### config.mk
export PLATFORM = sky130hd
export DESIGN_NAME = smt_alloc
export DESIGN_NICKNAME = d
export VERILOG_FILES = /design/src/rtl/smt_alloc.sv
export SDC_FILE = /design/constraint.sdc
export NUM_CORES = 1
export LEC_CHECK = 0
export BUFFER_PORTS_ARGS = -buffer_cell sky130_fd_sc_hd__buf_2
export CAP_MARGIN = 25
export CELL_PAD_IN_SITES_DETAIL_PLACEMENT = 0
export CELL_PAD_IN_SITES_GLOBAL_PLACEMENT = 2
export CORE_MARGIN = 3
export CORE_UTILIZATION = 37
export CTS_CLUSTER_SIZE = 25
export DETAILED_ROUTE_END_ITERATION = 10
export PLACE_DENSITY_LB_ADDON = 0.1
export SLEW_MARGIN = 40
export SYNTH_ARGS = -nofsm -noshare
export SYNTH_HDL_FRONTEND = slang
export SYNTH_SLANG_ARGS = --single-unit
### constraint.sdc
create_clock -name clk -period 6.7 [get_ports clk]
set_clock_uncertainty 0.1 [all_clocks]
set_input_delay 1.34 -clock clk [delete_from_list [all_inputs] [get_ports clk]]
set_output_delay 1.34 -clock clk [all_outputs]
set_load 0.1 [all_outputs]
### src/rtl/smt_alloc.sv
module smt_alloc #(
  parameter int ROB_N = 126,
  parameter int LDB_N = 48,
  parameter int STB_N = 24
) (
  input  logic                     clk,
  input  logic                     rst_n,
  input  logic                     single_mode,
  input  logic                     solo_tid,
  input  logic [1:0]               req_vld,
  input  logic [1:0]               req_ld,
  input  logic [1:0]               req_st,
  input  logic                     rob_rel,
  input  logic                     rob_rel_tid,
  input  logic [$clog2(ROB_N)-1:0] rob_rel_idx,
  input  logic                     ldb_rel,
  input  logic                     ldb_rel_tid,
  input  logic [$clog2(LDB_N)-1:0] ldb_rel_idx,
  input  logic                     stb_rel,
  input  logic                     stb_rel_tid,
  input  logic [$clog2(STB_N)-1:0] stb_rel_idx,
  output logic                     gnt,
  output logic                     gnt_tid,
  output logic [$clog2(ROB_N)-1:0] gnt_rob_idx,
  output logic [$clog2(LDB_N)-1:0] gnt_ldb_idx,
  output logic [$clog2(STB_N)-1:0] gnt_stb_idx,
  output logic [1:0]               stall
);
  localparam int RW  = $clog2(ROB_N);
  localparam int LW  = $clog2(LDB_N);
  localparam int SW  = $clog2(STB_N);
  localparam int RCW = $clog2(ROB_N + 1);
  localparam int LCW = $clog2(LDB_N + 1);
  localparam int SCW = $clog2(STB_N + 1);
  localparam logic [RCW-1:0] ROB_CAP = RCW'(ROB_N / 2);
  localparam logic [LCW-1:0] LDB_CAP = LCW'(LDB_N / 2);
  localparam logic [SCW-1:0] STB_CAP = SCW'(STB_N / 2);

  logic [ROB_N-1:0] rob_free;
  logic [LDB_N-1:0] ldb_free;
  logic [STB_N-1:0] stb_free;
  logic [1:0][RCW-1:0] rob_cnt;
  logic [1:0][LCW-1:0] ldb_cnt;
  logic [1:0][SCW-1:0] stb_cnt;
  logic last_tid;

  wire [RCW-1:0] rob_lim = single_mode ? RCW'(ROB_N) : ROB_CAP;
  wire [LCW-1:0] ldb_lim = single_mode ? LCW'(LDB_N) : LDB_CAP;
  wire [SCW-1:0] stb_lim = single_mode ? SCW'(STB_N) : STB_CAP;

  wire rob_any = |rob_free;
  wire ldb_any = |ldb_free;
  wire stb_any = |stb_free;

  logic [1:0] enabled, fits, elig;

  for (genvar t = 0; t < 2; t++) begin : g_thr
    assign enabled[t] = !single_mode || (solo_tid == 1'(t));
    assign fits[t] = (rob_cnt[t] < rob_lim) && rob_any
                  && (!req_ld[t] || ((ldb_cnt[t] < ldb_lim) && ldb_any))
                  && (!req_st[t] || ((stb_cnt[t] < stb_lim) && stb_any));
    assign elig[t]  = req_vld[t] && enabled[t] && fits[t];
    assign stall[t] = req_vld[t] && enabled[t] && !fits[t];
  end

  wire sel = (elig == 2'b11) ? ~last_tid : elig[1];
  assign gnt     = |elig;
  assign gnt_tid = sel;

  wire rob_alloc = gnt;
  wire ldb_alloc = gnt && req_ld[sel];
  wire stb_alloc = gnt && req_st[sel];

  always_comb begin
    gnt_rob_idx = '0;
    for (int i = ROB_N - 1; i >= 0; i--)
      if (rob_free[i]) gnt_rob_idx = RW'(i);
  end

  always_comb begin
    gnt_ldb_idx = '0;
    for (int i = LDB_N - 1; i >= 0; i--)
      if (ldb_free[i]) gnt_ldb_idx = LW'(i);
  end

  always_comb begin
    gnt_stb_idx = '0;
    for (int i = STB_N - 1; i >= 0; i--)
      if (stb_free[i]) gnt_stb_idx = SW'(i);
  end

  wire [ROB_N-1:0] rob_take = rob_alloc ? ({{(ROB_N-1){1'b0}}, 1'b1} << gnt_rob_idx) : '0;
  wire [ROB_N-1:0] rob_give = rob_rel   ? ({{(ROB_N-1){1'b0}}, 1'b1} << rob_rel_idx) : '0;
  wire [LDB_N-1:0] ldb_take = ldb_alloc ? ({{(LDB_N-1){1'b0}}, 1'b1} << gnt_ldb_idx) : '0;
  wire [LDB_N-1:0] ldb_give = ldb_rel   ? ({{(LDB_N-1){1'b0}}, 1'b1} << ldb_rel_idx) : '0;
  wire [STB_N-1:0] stb_take = stb_alloc ? ({{(STB_N-1){1'b0}}, 1'b1} << gnt_stb_idx) : '0;
  wire [STB_N-1:0] stb_give = stb_rel   ? ({{(STB_N-1){1'b0}}, 1'b1} << stb_rel_idx) : '0;

  always_ff @(posedge clk) begin
    if (!rst_n) begin
      rob_free <= '1;
      ldb_free <= '1;
      stb_free <= '1;
      last_tid <= 1'b1;
    end else begin
      rob_free <= (rob_free & ~rob_take) | rob_give;
      ldb_free <= (ldb_free & ~ldb_take) | ldb_give;
      stb_free <= (stb_free & ~stb_take) | stb_give;
      if (gnt) last_tid <= sel;
    end
  end

  for (genvar t = 0; t < 2; t++) begin : g_cnt
    wire rob_inc = rob_alloc && (sel == 1'(t));
    wire ldb_inc = ldb_alloc && (sel == 1'(t));
    wire stb_inc = stb_alloc && (sel == 1'(t));
    wire rob_dec = rob_rel && (rob_rel_tid == 1'(t));
    wire ldb_dec = ldb_rel && (ldb_rel_tid == 1'(t));
    wire stb_dec = stb_rel && (stb_rel_tid == 1'(t));

    always_ff @(posedge clk) begin
      if (!rst_n) begin
        rob_cnt[t] <= '0;
        ldb_cnt[t] <= '0;
        stb_cnt[t] <= '0;
      end else begin
        rob_cnt[t] <= rob_cnt[t] + RCW'(rob_inc) - RCW'(rob_dec);
        ldb_cnt[t] <= ldb_cnt[t] + LCW'(ldb_inc) - LCW'(ldb_dec);
        stb_cnt[t] <= stb_cnt[t] + SCW'(stb_inc) - SCW'(stb_dec);
      end
    end
  end
endmodule

==> impl_metrics.yaml <==
status:
  status: "finished, final reports clean"
clock_tree:
  clk_pin_slew_ns: 0.05
  cts_sinks: 235
  cts_buffer_depth: 3
  cts_buffers: 29
  ctsResizeCount: 0
  tritoncts: "built"
  post-cts-setup-buffer-count: 0
  root_buffer: "clkbuf_16"
  holdBufCountCts: 0
  clock_insertion_delay_worst_skew_ns: 0.57
  htreeDepth: 1
worst_setup_path:
  cp_slowest_stage_delay_ns: 0.58
  crit_required_ns: 5.26
  path_class: "primary input to output port"
  critPathCaptureType: "output port"
  timing.critical_path.cells: "buf_2 > inv_1 > ha_1 > a31oi_1 > o21ai_0 > a2111oi_1 > nand2_1 > or2_2 > inv_1 > buf_2"
  critPathTopFamily: "compound AO/OA/AOI/OAI gates"
  critPathArrivalTime_ns: 4.13
  startpoint_type: "primary input"
  cp_num_buf_inv: 4
  cp_slowest_cell: "a2111oi_1"
  critPathMaxFanout: 8
sta:
  min_period_ns: 5.57
  fin_crit_sh_pct: 83.2
  worst_pin_slew_ns: 0.854
  tns_ns: 0
  finalHoldViolCount: 0
  hold_slack_ns: 0.409
  grt_setup_unrepaired: "false"
  max_slew_margin_pct: 42.5
  drv_slew: 0
  setup_viol: 0
  clock.fmax_ghz: 0.179
cells_and_area:
  instances_no_fill: 2308
  layout.nets: 1912
  design_area_sq_um: 15400
  fill_cells: 3770
  diodes: 0
  area_growth_pct: 12.3
  ff_latch_area_sq_um: 4700
  multi_input_area_sq_um: 8320
  utilization_pct: 42.7
  drive_gt1_share_pct: 8.72
route:
  via_count: 13700
  drt-total-wl_mm: 49.8
  vias_per_cell: 5.95
  drt_iter0_drc: 1162
  drtPass1Iterations: 5
  ant_nets: 0
  wl_per_cell_um: 21.6
  drc: 0
die:
  row_count: 69
  io-pin-count: 56
  core_sq_um: 36100
  die_w_um: 199
  dieArea_sq_um: 39400
  fp.dieH_um: 199
  start_util_pct: 38.0
power:
  p_per_area_nw_per_um2: 270
  max-vdd-ir-drop_uv: 222
  p_leak_uw: 0.00586
synth:
  synth_edf_count: 0
  syn_avg_cell_area_sq_um: 7.67
  synthDistinctLibCells: 77
  synth_nets: 1876
  yosysSeqAreaShare_pct: 34.3
  ys.flop_type: "dfxtp_1"
  synth_area_sq_um: 13700
  synthArstFlopShare_pct: 0
  syn-instance-count: 1790
  yosysWarnings: 0
  synth_seq_cells: 235
place:
  dp.cells: 2256
  dpl.hpwl_mm: 35.1
  placed_area_sq_um: 14500
  port_buffers: 55
  gp_congestion: 0.914
grt:
  grt_antenna_before_repair: 0
  grt_max_degree: 128
  track_usage_pct: 24.8
  grt_overflow_total: 0
  first_global_vias: 12700
  grt_pass1_wl_mm: 77.2
worst_hold_path:
  hp-class: "register to register"
run:
  maxCapViolations: 0
-- cells in the mapped netlist, types with 11 or more instances --
library cell	instances	area share [%]
a21oi_1	168	6.1
nor4_1	76	3.5
nand3_1	28	1.0
xnor2_1	22	1.4
dfxtp_1	235	34
a31oi_1	11	0.50
nand2b_1	19	0.87
nor2_1	90	2.5
inv_1	132	3.6
and2_1	40	1.8
nor2b_1	33	1.5
nand4_1	26	1.2
or4_1	13	0.71
a21o_1	57	3.1
nor3_1	31	1.1
o211ai_1	41	2.2
ha_1	46	4.2
o221ai_1	17	1.1
clkbuf_1	62	1.7
a211oi_1	12	0.66
o31ai_1	15	0.82
nand2_1	172	4.7
o21ai_0	290	11
-- state kept, by name (all words and copies together), names as in the netlist --
signal,flops
last_tid,1
ldb_cnt,12
ldb_free,48
rob_cnt,14
rob_free,126
stb_cnt,10
stb_free,24
-- power breakdown --
group	internal [uW]	switching (uW)	total [uW]
Sequential	1490	83.1	1580
Clock	871	635	1510
Combinational	475	594	1070
Total	2840	1310	4150
-- logic make-up (layout without fill, tap and decap cells) --
family          Yosys count  in the layout  share of synthesized area, %
fa+ha+maj                52             52                          5.07
xor+xnor                 28             28                          1.79
buf+inv                 199            256                          5.51
simple gates            568            568                          21.3
flops                   235            235                          34.3
compound gates          708            708                          32.1
-- worst reg2reg max path: cells and delay by family, from the launching register on --
| kind | cells | cell delay, ns |
|---|---|---|
| fa+ha+maj | 3 | 0.96 |
| simple gates | 6 | 2.80 |
| xor+xnor | 1 | 0.12 |
| flops | 1 | 0.35 |
| compound gates | 3 | 0.43 |
| buf+inv | 3 | 0.18 |
-- final cells by class --
type                       count  area share (%)
multi-input combinational   1356            54.0
sequential                   235            30.5
clock buffer                  47            5.60
tap                          461            3.74
inverter                     134            3.26
timing repair buffer          70            2.64
clock inverter                 5           0.187
-- final timing paths --
kind | start | to | slack [ns] | cells past startpoint
worst max-delay path | single_mode | gnt_tid | 1.13 | 10
worst min register to register | rob_free[116] | rob_free[116] | 0.41 | 2
worst min-delay path | rob_free[116] | rob_free[116] | 0.41 | 2
worst max register to register | rob_free[84] | ldb_cnt[10] | 1.66 | 16
-- placed cells by master, fill, tap and decap left out, types with 41 or more instances in the layout --
cell and n:
inv_1 132, a21oi_1 168, o21ai_0 290, dfxtp_1 235
ha_1 46, nand2_1 169, nor4_1 75, nor2_1 90
o211ai_1 41, buf_2 54, a21o_1 57
-- metrics by stage --
step           total power, uW  worst slack, ns
6_report                  4150             1.13
3_5_place_dp              2670            0.904
3_3_place_gp              2670             1.07
4_1_cts                   4200            0.973
5_1_grt                   4400            0.811
2_1_floorplan             2440             1.37
-- metal layers --
metal	wire length, um	share of wire (%)	vias up	GRT usage, %
met2	21900	44	408	38.8
met5	0	0	-	0
met3	2980	6.0	64	2.83
li1	-	-	6671	-
met4	900	1.8	0	4.76
met1	23900	48	6583	36.9
Note: power is estimated with default switching activity, not from simulation.
